**config.mk**
```make
export PLATFORM = sky130hd
export DESIGN_NAME = muldiv_unit
export DESIGN_NICKNAME = d
export VERILOG_FILES = /design/src/rtl/muldiv_pkg.sv /design/src/rtl/md_iter_core.sv /design/src/rtl/md_hilo.sv /design/src/rtl/muldiv_unit.sv
export SDC_FILE = /design/constraint.sdc
export NUM_CORES = 1
export LEC_CHECK = 0
export BUFFER_PORTS_ARGS = -buffer_cell sky130_fd_sc_hd__clkbuf_2
export CAP_MARGIN = 5
export CORE_MARGIN = 4
export CORE_UTILIZATION = 56
export DETAILED_ROUTE_END_ITERATION = 16
export GPL_TIMING_DRIVEN = 1
export PLACE_DENSITY = 0.78
export SLEW_MARGIN = 20
export SYNTH_ARGS = -nofsm -noshare
export SYNTH_HDL_FRONTEND = slang
export SYNTH_SLANG_ARGS = --single-unit
```
**constraint.sdc**
```tcl
create_clock -name clk -period 3.2 [get_ports clk]
set_input_delay 0.16 -clock clk [delete_from_list [all_inputs] [get_ports clk]]
set_output_delay 0.16 -clock clk [all_outputs]
set_load 0.02 [all_outputs]
```
**src/rtl/muldiv_pkg.sv**
```systemverilog
package muldiv_pkg;
   typedef enum logic [1:0] {
      OP_MULS = 2'b00,
      OP_MULU = 2'b01,
      OP_DIVS = 2'b10,
      OP_DIVU = 2'b11
   } md_op_e;
endpackage

```
**src/rtl/md_iter_core.sv**
```systemverilog
module md_iter_core
   import muldiv_pkg::*;
#(
   parameter int W = 32
) (
   input  logic         clk,
   input  logic         rst_n,
   input  logic         start_i,
   input  logic [1:0]   op_i,
   input  logic [W-1:0] a_i,
   input  logic [W-1:0] b_i,
   output logic         busy_o,
   output logic         done_o,
   output logic [W-1:0] res_hi_o,
   output logic [W-1:0] res_lo_o
);
   localparam int CW = $clog2(W + 1);

   logic          busy_q, div_q, neg_main_q, neg_rem_q;
   logic [CW-1:0] cnt_q;
   logic [W-1:0]  m_q, low_q;
   logic [W:0]    acc_q;

   // operand preparation
   logic         op_signed, op_div, sgn_a, sgn_b;
   logic [W-1:0] mag_a, mag_b;
   always_comb begin
      op_signed = (md_op_e'(op_i) == OP_MULS) || (md_op_e'(op_i) == OP_DIVS);
      op_div    = op_i[1];
      sgn_a     = op_signed & a_i[W-1];
      sgn_b     = op_signed & b_i[W-1];
      mag_a     = sgn_a ? (~a_i + 1'b1) : a_i;
      mag_b     = sgn_b ? (~b_i + 1'b1) : b_i;
   end

   // one iteration step
   logic [W:0]   mul_sum, div_shift, div_trial;
   logic [W:0]   acc_nx;
   logic [W-1:0] low_nx;
   always_comb begin
      mul_sum   = {1'b0, acc_q[W-1:0]} + (low_q[0] ? {1'b0, m_q} : '0);
      div_shift = {acc_q[W-1:0], low_q[W-1]};
      div_trial = div_shift - {1'b0, m_q};
      if (div_q) begin
         if (!div_trial[W]) begin
            acc_nx = div_trial;
            low_nx = {low_q[W-2:0], 1'b1};
         end else begin
            acc_nx = div_shift;
            low_nx = {low_q[W-2:0], 1'b0};
         end
      end else begin
         acc_nx = {1'b0, mul_sum[W:1]};
         low_nx = {mul_sum[0], low_q[W-1:1]};
      end
   end

   always_ff @(posedge clk or negedge rst_n) begin
      if (!rst_n) begin
         busy_q     <= 1'b0;
         div_q      <= 1'b0;
         neg_main_q <= 1'b0;
         neg_rem_q  <= 1'b0;
         cnt_q      <= '0;
         m_q        <= '0;
         low_q      <= '0;
         acc_q      <= '0;
      end else if (!busy_q) begin
         if (start_i) begin
            busy_q     <= 1'b1;
            div_q      <= op_div;
            neg_main_q <= sgn_a ^ sgn_b;
            neg_rem_q  <= sgn_a;
            cnt_q      <= CW'(W);
            m_q        <= op_div ? mag_b : mag_a;
            low_q      <= op_div ? mag_a : mag_b;
            acc_q      <= '0;
         end
      end else if (cnt_q != '0) begin
         cnt_q <= cnt_q - 1'b1;
         acc_q <= acc_nx;
         low_q <= low_nx;
      end else begin
         busy_q <= 1'b0;
      end
   end

   // final sign correction
   logic [2*W-1:0] prod;
   logic [W-1:0]   quo, rem;
   always_comb begin
      prod = {acc_q[W-1:0], low_q};
      if (neg_main_q) prod = ~prod + 1'b1;
      quo = neg_main_q ? (~low_q + 1'b1) : low_q;
      rem = neg_rem_q ? (~acc_q[W-1:0] + 1'b1) : acc_q[W-1:0];
      res_hi_o = div_q ? rem : prod[2*W-1:W];
      res_lo_o = div_q ? quo : prod[W-1:0];
   end

   assign busy_o = busy_q;
   assign done_o = busy_q && (cnt_q == '0);


   start_ignored_chk: assert property (@(posedge clk) disable iff (!rst_n)
      (busy_q && !done_o) |=> (busy_q && $stable(m_q) && $stable(div_q)));
endmodule

```
**src/rtl/md_hilo.sv**
```systemverilog
module md_hilo #(
   parameter int W = 32
) (
   input  logic         clk,
   input  logic         rst_n,
   input  logic         busy_i,
   input  logic         done_i,
   input  logic [W-1:0] res_hi_i,
   input  logic [W-1:0] res_lo_i,
   input  logic         mthi_i,
   input  logic         mtlo_i,
   input  logic [W-1:0] wr_data_i,
   input  logic         mfhi_i,
   input  logic         mflo_i,
   output logic         rd_valid_o,
   output logic [W-1:0] rd_data_o
);
   localparam int LO_IDX = 0;
   localparam int HI_IDX = 1;

   logic [W-1:0] hl_q [2];
   logic [W-1:0] res_v [2];
   logic [1:0]   mt_v;
   logic         pend_q, pend_sel_q;
   logic         req_any, req_sel, srv_sel;

   always_comb begin
      res_v[LO_IDX] = res_lo_i;
      res_v[HI_IDX] = res_hi_i;
      mt_v          = {mthi_i, mtlo_i};
      req_any       = mfhi_i | mflo_i;
      req_sel       = mfhi_i;
      srv_sel       = req_any ? req_sel : pend_sel_q;
   end

   always_ff @(posedge clk or negedge rst_n) begin
      if (!rst_n) begin
         for (int i = 0; i < 2; i++) hl_q[i] <= '0;
      end else begin
         for (int i = 0; i < 2; i++) begin
            if (done_i)                 hl_q[i] <= res_v[i];
            else if (!busy_i && mt_v[i]) hl_q[i] <= wr_data_i;
         end
      end
   end

   always_ff @(posedge clk or negedge rst_n) begin
      if (!rst_n) begin
         pend_q     <= 1'b0;
         pend_sel_q <= 1'b0;
         rd_valid_o <= 1'b0;
         rd_data_o  <= '0;
      end else if (busy_i) begin
         rd_valid_o <= 1'b0;
         if (req_any) begin
            pend_q     <= 1'b1;
            pend_sel_q <= req_sel;
         end
      end else if (req_any || pend_q) begin
         rd_valid_o <= 1'b1;
         rd_data_o  <= srv_sel ? hl_q[HI_IDX] : hl_q[LO_IDX];
         pend_q     <= 1'b0;
      end else begin
         rd_valid_o <= 1'b0;
      end
   end


   result_write_chk: assert property (@(posedge clk) disable iff (!rst_n)
      $fell(busy_i) |-> (hl_q[HI_IDX] == $past(res_hi_i) && hl_q[LO_IDX] == $past(res_lo_i)));

   hold_while_busy_chk: assert property (@(posedge clk) disable iff (!rst_n)
      (busy_i && !done_i) |=> ($stable(hl_q[HI_IDX]) && $stable(hl_q[LO_IDX])));

   rd_after_idle_chk: assert property (@(posedge clk) disable iff (!rst_n)
      rd_valid_o |-> !$past(busy_i));

   rd_has_cause_chk: assert property (@(posedge clk) disable iff (!rst_n)
      rd_valid_o |-> ($past(mfhi_i) || $past(mflo_i) || $past(pend_q)));
endmodule

```
**src/rtl/muldiv_unit.sv**
```systemverilog
module muldiv_unit #(
   parameter int W = 32
) (
   input  logic         clk,
   input  logic         rst_n,
   input  logic         start_i,
   input  logic [1:0]   op_i,
   input  logic [W-1:0] opa_i,
   input  logic [W-1:0] opb_i,
   output logic         busy_o,
   input  logic         mfhi_i,
   input  logic         mflo_i,
   input  logic         mthi_i,
   input  logic         mtlo_i,
   input  logic [W-1:0] wr_data_i,
   output logic         rd_valid_o,
   output logic [W-1:0] rd_data_o
);
   generate
      if (W < 4) begin : g_bad_width
         $error("muldiv_unit: W must be at least 4");
      end
   endgenerate

   logic         done;
   logic [W-1:0] res_hi, res_lo;

   md_iter_core #(.W(W)) core_i (
      .clk      (clk),
      .rst_n    (rst_n),
      .start_i  (start_i),
      .op_i     (op_i),
      .a_i      (opa_i),
      .b_i      (opb_i),
      .busy_o   (busy_o),
      .done_o   (done),
      .res_hi_o (res_hi),
      .res_lo_o (res_lo)
   );

   md_hilo #(.W(W)) hilo_i (
      .clk        (clk),
      .rst_n      (rst_n),
      .busy_i     (busy_o),
      .done_i     (done),
      .res_hi_i   (res_hi),
      .res_lo_i   (res_lo),
      .mthi_i     (mthi_i),
      .mtlo_i     (mtlo_i),
      .wr_data_i  (wr_data_i),
      .mfhi_i     (mfhi_i),
      .mflo_i     (mflo_i),
      .rd_valid_o (rd_valid_o),
      .rd_data_o  (rd_data_o)
   );
endmodule

```
==> impl.org <==
** Routing
- In the routed design, unresolved DRC markers number 0.
- After the first detailed-routing iteration, the DRC count stood at 1523.
- Routed via count divided by cell count :: 6.307
- After detailed routing, the average wire length per cell comes to roughly 22 µm.
- The final route contains 17249 vias.
- Remaining antenna violation count :: 0
- Total detailed-routing wirelength :: 61.20 mm
- First-pass DRT Iterations :: 5

** CTS
- The cell sitting at the root of the clock tree is a clkbuf_16.
- TritonCTS built the clock tree.
- The later pin in the worst-skew pair is clocked with a latency of 0.54 ns.
- CTS built an H-tree with a depth of 1.
- Clock sink count :: ~210
- No sink is reached through more buffers than the 3 on the longest clock path.
- After clock tree synthesis, the clock-pin slew on the worst setup and hold paths is 0.06 ns.
- CTS Buf Count :: 24

** Setup path
- Largest incremental delay on the critical path :: approximately 0.43 ns
- The worst setup path is captured at a register.
- For the worst flop-to-flop path, the logic depth is 14.
- Worst endpoint data arrival time :: roughly 3.5 ns
- Cell type group with the largest total delay on the critical path :: compound AO/OA/AOI/OAI gates
- Crit Path Class :: register to register
- Critical path, cell by cell :: and2_1, ha_2, inv_2, fa_2, nor2b_1, o211ai_1, a211oi_2, o41ai_2, buf_4, nand2_1, a41oi_1, xnor2_1, a22oi_1, o211ai_1
- Launching element type of the critical path :: register
- The worst register-to-register path ends at core_i.acc_q[27].
- Data on the critical path is required at its endpoint by 3.59 ns.
- Counting both buffers and inverters, the worst setup path holds a total of 2.
- Across all register-to-register paths, the minimum setup slack is 0.1 ns.
- RR Startpoint :: core_i.low_q[0]
- Top cell by count, worst path :: o211ai_1
- Largest fanout of any net on the critical path :: 5
- Crit-path slowest cell :: dfrtp_2

** Floorplanning
- From bottom edge to top edge, the die measures 181.1 µm.
- The initial utilization of the core area, before any placement, comes to 0.5664.
- Horizontal extent of the die :: between 150 and 200 µm
- ~140 I/O pins were placed.
- Row count :: 63
- The total area inside the core boundary comes to 0.02964 mm².
- The floorplan step defined a die boundary enclosing 0.03281 mm².

** Min path
- Depth of the worst hold-timing path :: 3
- The path with the worst hold slack has its endpoint at hilo_i.hl_q[32].
- In this run the most critical hold path is launched from wr_data_i[0].
- The worst hold path belongs to the class input port to register.

** Timing
- Total setup violations reported at the end of the flow :: 0
- For the pin with the worst max-slew slack, the measured transition is 1.001 ns.
- The final hold violation count was 0.
- Minimum clock period :: 3.101 ns
- Across the routed clock network, the largest skew measured is 0.02327 ns.
- Total count of max-transition violations in the final report :: 0
- Max-slew headroom at the worst pin :: 0.3329
- Setup repair after global routing could not meet its margin everywhere.
- Static timing analysis puts the maximum clock frequency at 0.3225 GHz.
- Period utilisation layout :: 0.9691
- Fin Setup TNS :: 0 ns

** Synth
- For this run, the leading register cell type out of synthesis is dfrtp_1.
- For this run, asynchronously set or reset flops after synthesis account for 1.000.
- The cell count after synthesis came out at 2057.
- Counting flops with a built-in enable in the synthesized netlist gives 0.
- Register area share after synthesis :: 0.3056
- Synth Warn # :: 0
- Syn avg cell area :: 8.162 µm²
- Library cells used by synthesis :: 77
- Mapped cell area :: 0.01679 mm²
- Synthesis inferred 205 register bits.
- Post-synthesis net count :: between 2000 and 2500
- The share of synthesized area in the top cell type comes to 0.3056.
- By area the synthesized netlist is led by dfrtp_1 31%, mux2i_1 7.3%, o21ai_0 6.6%.
- The largest total area in the synthesized netlist belongs to dfrtp_1.

** Power and ir drop
- The analysis attributes to cell leakage a power of 8.968 nW.
- Summing internal, switching and leakage power gives 26.10 mW.
- Sw Share :: 0.4877
- IR analysis of the VDD net gives a maximum drop of 1039 µV.
- The share of total power dissipated in the clock network is 0.109.
- The internal portion of the total power is 13.37 mW.
- Summed over all nets, the switching power comes to 12.73 mW.
- The share of total power dissipated in combinational logic is 0.695.
- Of the total power, registers draw 0.196.
- Power density over the cells :: 1271 mW/mm²

** Flow run
- Maxcap violations :: 0

** Final layout
- Area growth from synthesis to layout :: 22.37%
- Fillers :: 2383
- Number of nets in the layout :: 2507
- Of the cells placed in the final design, the portion with a size suffix greater than 1 is 0.2136.
- The repair_antennas step left the layout with diodes totalling 0.

** Global route
- Entering global routing, the biggest net connects just under 90 pins.
- The number of antenna violations at the first check in global routing was 1.
- Wire length of the first global-routing pass :: 92.81 mm
- The via count of the first global-routing pass is 16765.
- Overall track demand over capacity in global routing :: 0.3529
- Leftover overflow at the end of global routing :: 0

** Place
- At the end of routability-driven placement, the weighted congestion stood at 1.041.
- Detailed-placement wirelength estimate :: 46.27 mm
- Count of buffers from port buffering :: 138

** Run status
- The run finished with clean final reports.
## cells by family (layout without fill, tap and decap cells)
| logic type | Yosys count | in the layout | synth area share |
|---|---|---|---|
| AO/OA/AOI/OAI | 646 | 646 | 0.2356 |
| XOR/XNOR | 176 | 176 | 0.09182 |
| adder cells (fa/ha/maj) | 71 | 71 | 0.05381 |
| buffers and inverters | 190 | 478 | 0.04390 |
| flip-flops | 205 | 205 | 0.3056 |
| multiplexers | 141 | 141 | 0.08548 |
| AND/OR/NAND/NOR | 628 | 628 | 0.1839 |
## state kept, by name, summed over array words and instances (netlist names)
register / count
core_i.acc_q: 32
core_i.busy_o: 1
core_i.cnt_q: 6
core_i.div_q: 1
core_i.low_q: 32
core_i.m_q: 32
core_i.neg_main_q: 1
core_i.neg_rem_q: 1
hilo_i.hl_q: 64
hilo_i.pend_q: 1
hilo_i.pend_sel_q: 1
hilo_i.rd_data_o: 32
hilo_i.rd_valid_o: 1
## power groups by stage
stage / logic, mW / clock network (mW) / registers [mW]
after floorplan: 10.8 / 0 / 5.09
after global placement: 16.7 / 0 / 4.96
after detailed placement: 17.0 / 0 / 5.03
after CTS: 17.3 / 2.86 / 5.00
after global routing: 19.5 / 2.97 / 5.23
final: 18.1 / 2.85 / 5.11
## tightest hold or removal path: cells and delay by family
| family | cells | cell delay, ns |
|---|---|---|
| AO/OA/AOI/OAI | 1 | 0.16 |
| buffers and inverters | 1 | 0.10 |
| multiplexers | 1 | 0.07 |
## through the flow
step / hold slack (ns) / util / std cells / area, µm² / worst slack, ns
2_1_floorplan: -0.1356 / - / 2057 / 16820 / 0.0002141
3_3_place_gp: 0.2770 / 0.6412 / 2644 / 19000 / -0.08779
3_5_place_dp: 0.2848 / 0.6412 / 2644 / 19000 / -0.1661
4_1_cts: 0.001908 / 0.6825 / 2724 / 20230 / 0.001934
5_1_grt: 0.01827 / 0.6932 / 2735 / 20540 / -0.07646
6_report: 0.005968 / 0.6932 / 2735 / 20540 / 0.09894
## worst max-delay path by stage
stage	from	endpoint	slack (ns)	depth (start not counted)
after detailed placement	core_i.low_q[0]	core_i.acc_q[29]	-0.17	15
after CTS	core_i.low_q[0]	core_i.acc_q[29]	0.002	14
after global placement	core_i.low_q[0]	core_i.acc_q[29]	-0.09	13
after global routing	core_i.m_q[21]	core_i.acc_q[19]	-0.08	11
after floorplan	core_i.low_q[31]	core_i.acc_q[16]	0.0002	14
final	core_i.low_q[0]	core_i.acc_q[27]	0.1	14
## Yosys cell counts, drive strengths merged (8+ instances only)
master and number:
clkbuf 104, and3 12, nand2b 19, o31ai 23, nor3b 21, mux2i 122, nor3 34, and2 8
nand4 14, or3 16, o41ai 15, a22oi 23, or2 10, xnor2 96, nor2b 34, inv 63
nand2 215, o221ai 22, a21o 30, nand3 28, buf 23, o211ai 17, or4 10, a31oi 17
o21a 8, nand3b 8, nor2 163, mux2 19, a211oi 42, xor2 80, nor4 18, o21ai 227
o21bai 8, a21oi 175, ha 69, dfrtp 205
## final cells by class
type	instances	area (µm²)	area share
inverter	63	241.5	0.01175
clock inverter	11	148.9	0.007247
clock buffer	29	649.4	0.03161
sequential	205	5137	0.2501
tap	390	488.0	0.02375
multi-input combinational	1662	11240	0.5469
timing repair buffer	375	2644	0.1287
## layout by cell type (no fill, tap or decap), drive strengths merged, types with 28 or more instances in the layout
cell type    count
a211oi          42
a21o            30
a21oi          175
buf            201
clkbuf         167
dfrtp          205
dlygate4sd3     36
ha              69
inv             63
mux2i          122
nand2          215
nand3           28
nor2           163
nor2b           34
nor3            34
o21ai          227
xnor2           96
xor2            80
## per-layer routing
metal,vias up,global-route usage,routed length (µm)
li1,7999,-,-
met1,8310,0.4401,24040
met2,752,0.6055,29490
met3,188,0.05154,4368
met4,0,0.1615,3298
met5,-,0,0
## timing repair
item | CTS | global route
pin swaps | 5 | 27
cloned | 1 | 0
setup endpoints to repair | 24 | 52
setup buffers | 3 | 12
hold endpoints to repair | 145 | 0
gates resized for setup | 7 | 77
hold buffers | 36 | 0
No activity file was read; power rests on OpenSTA's default activity.
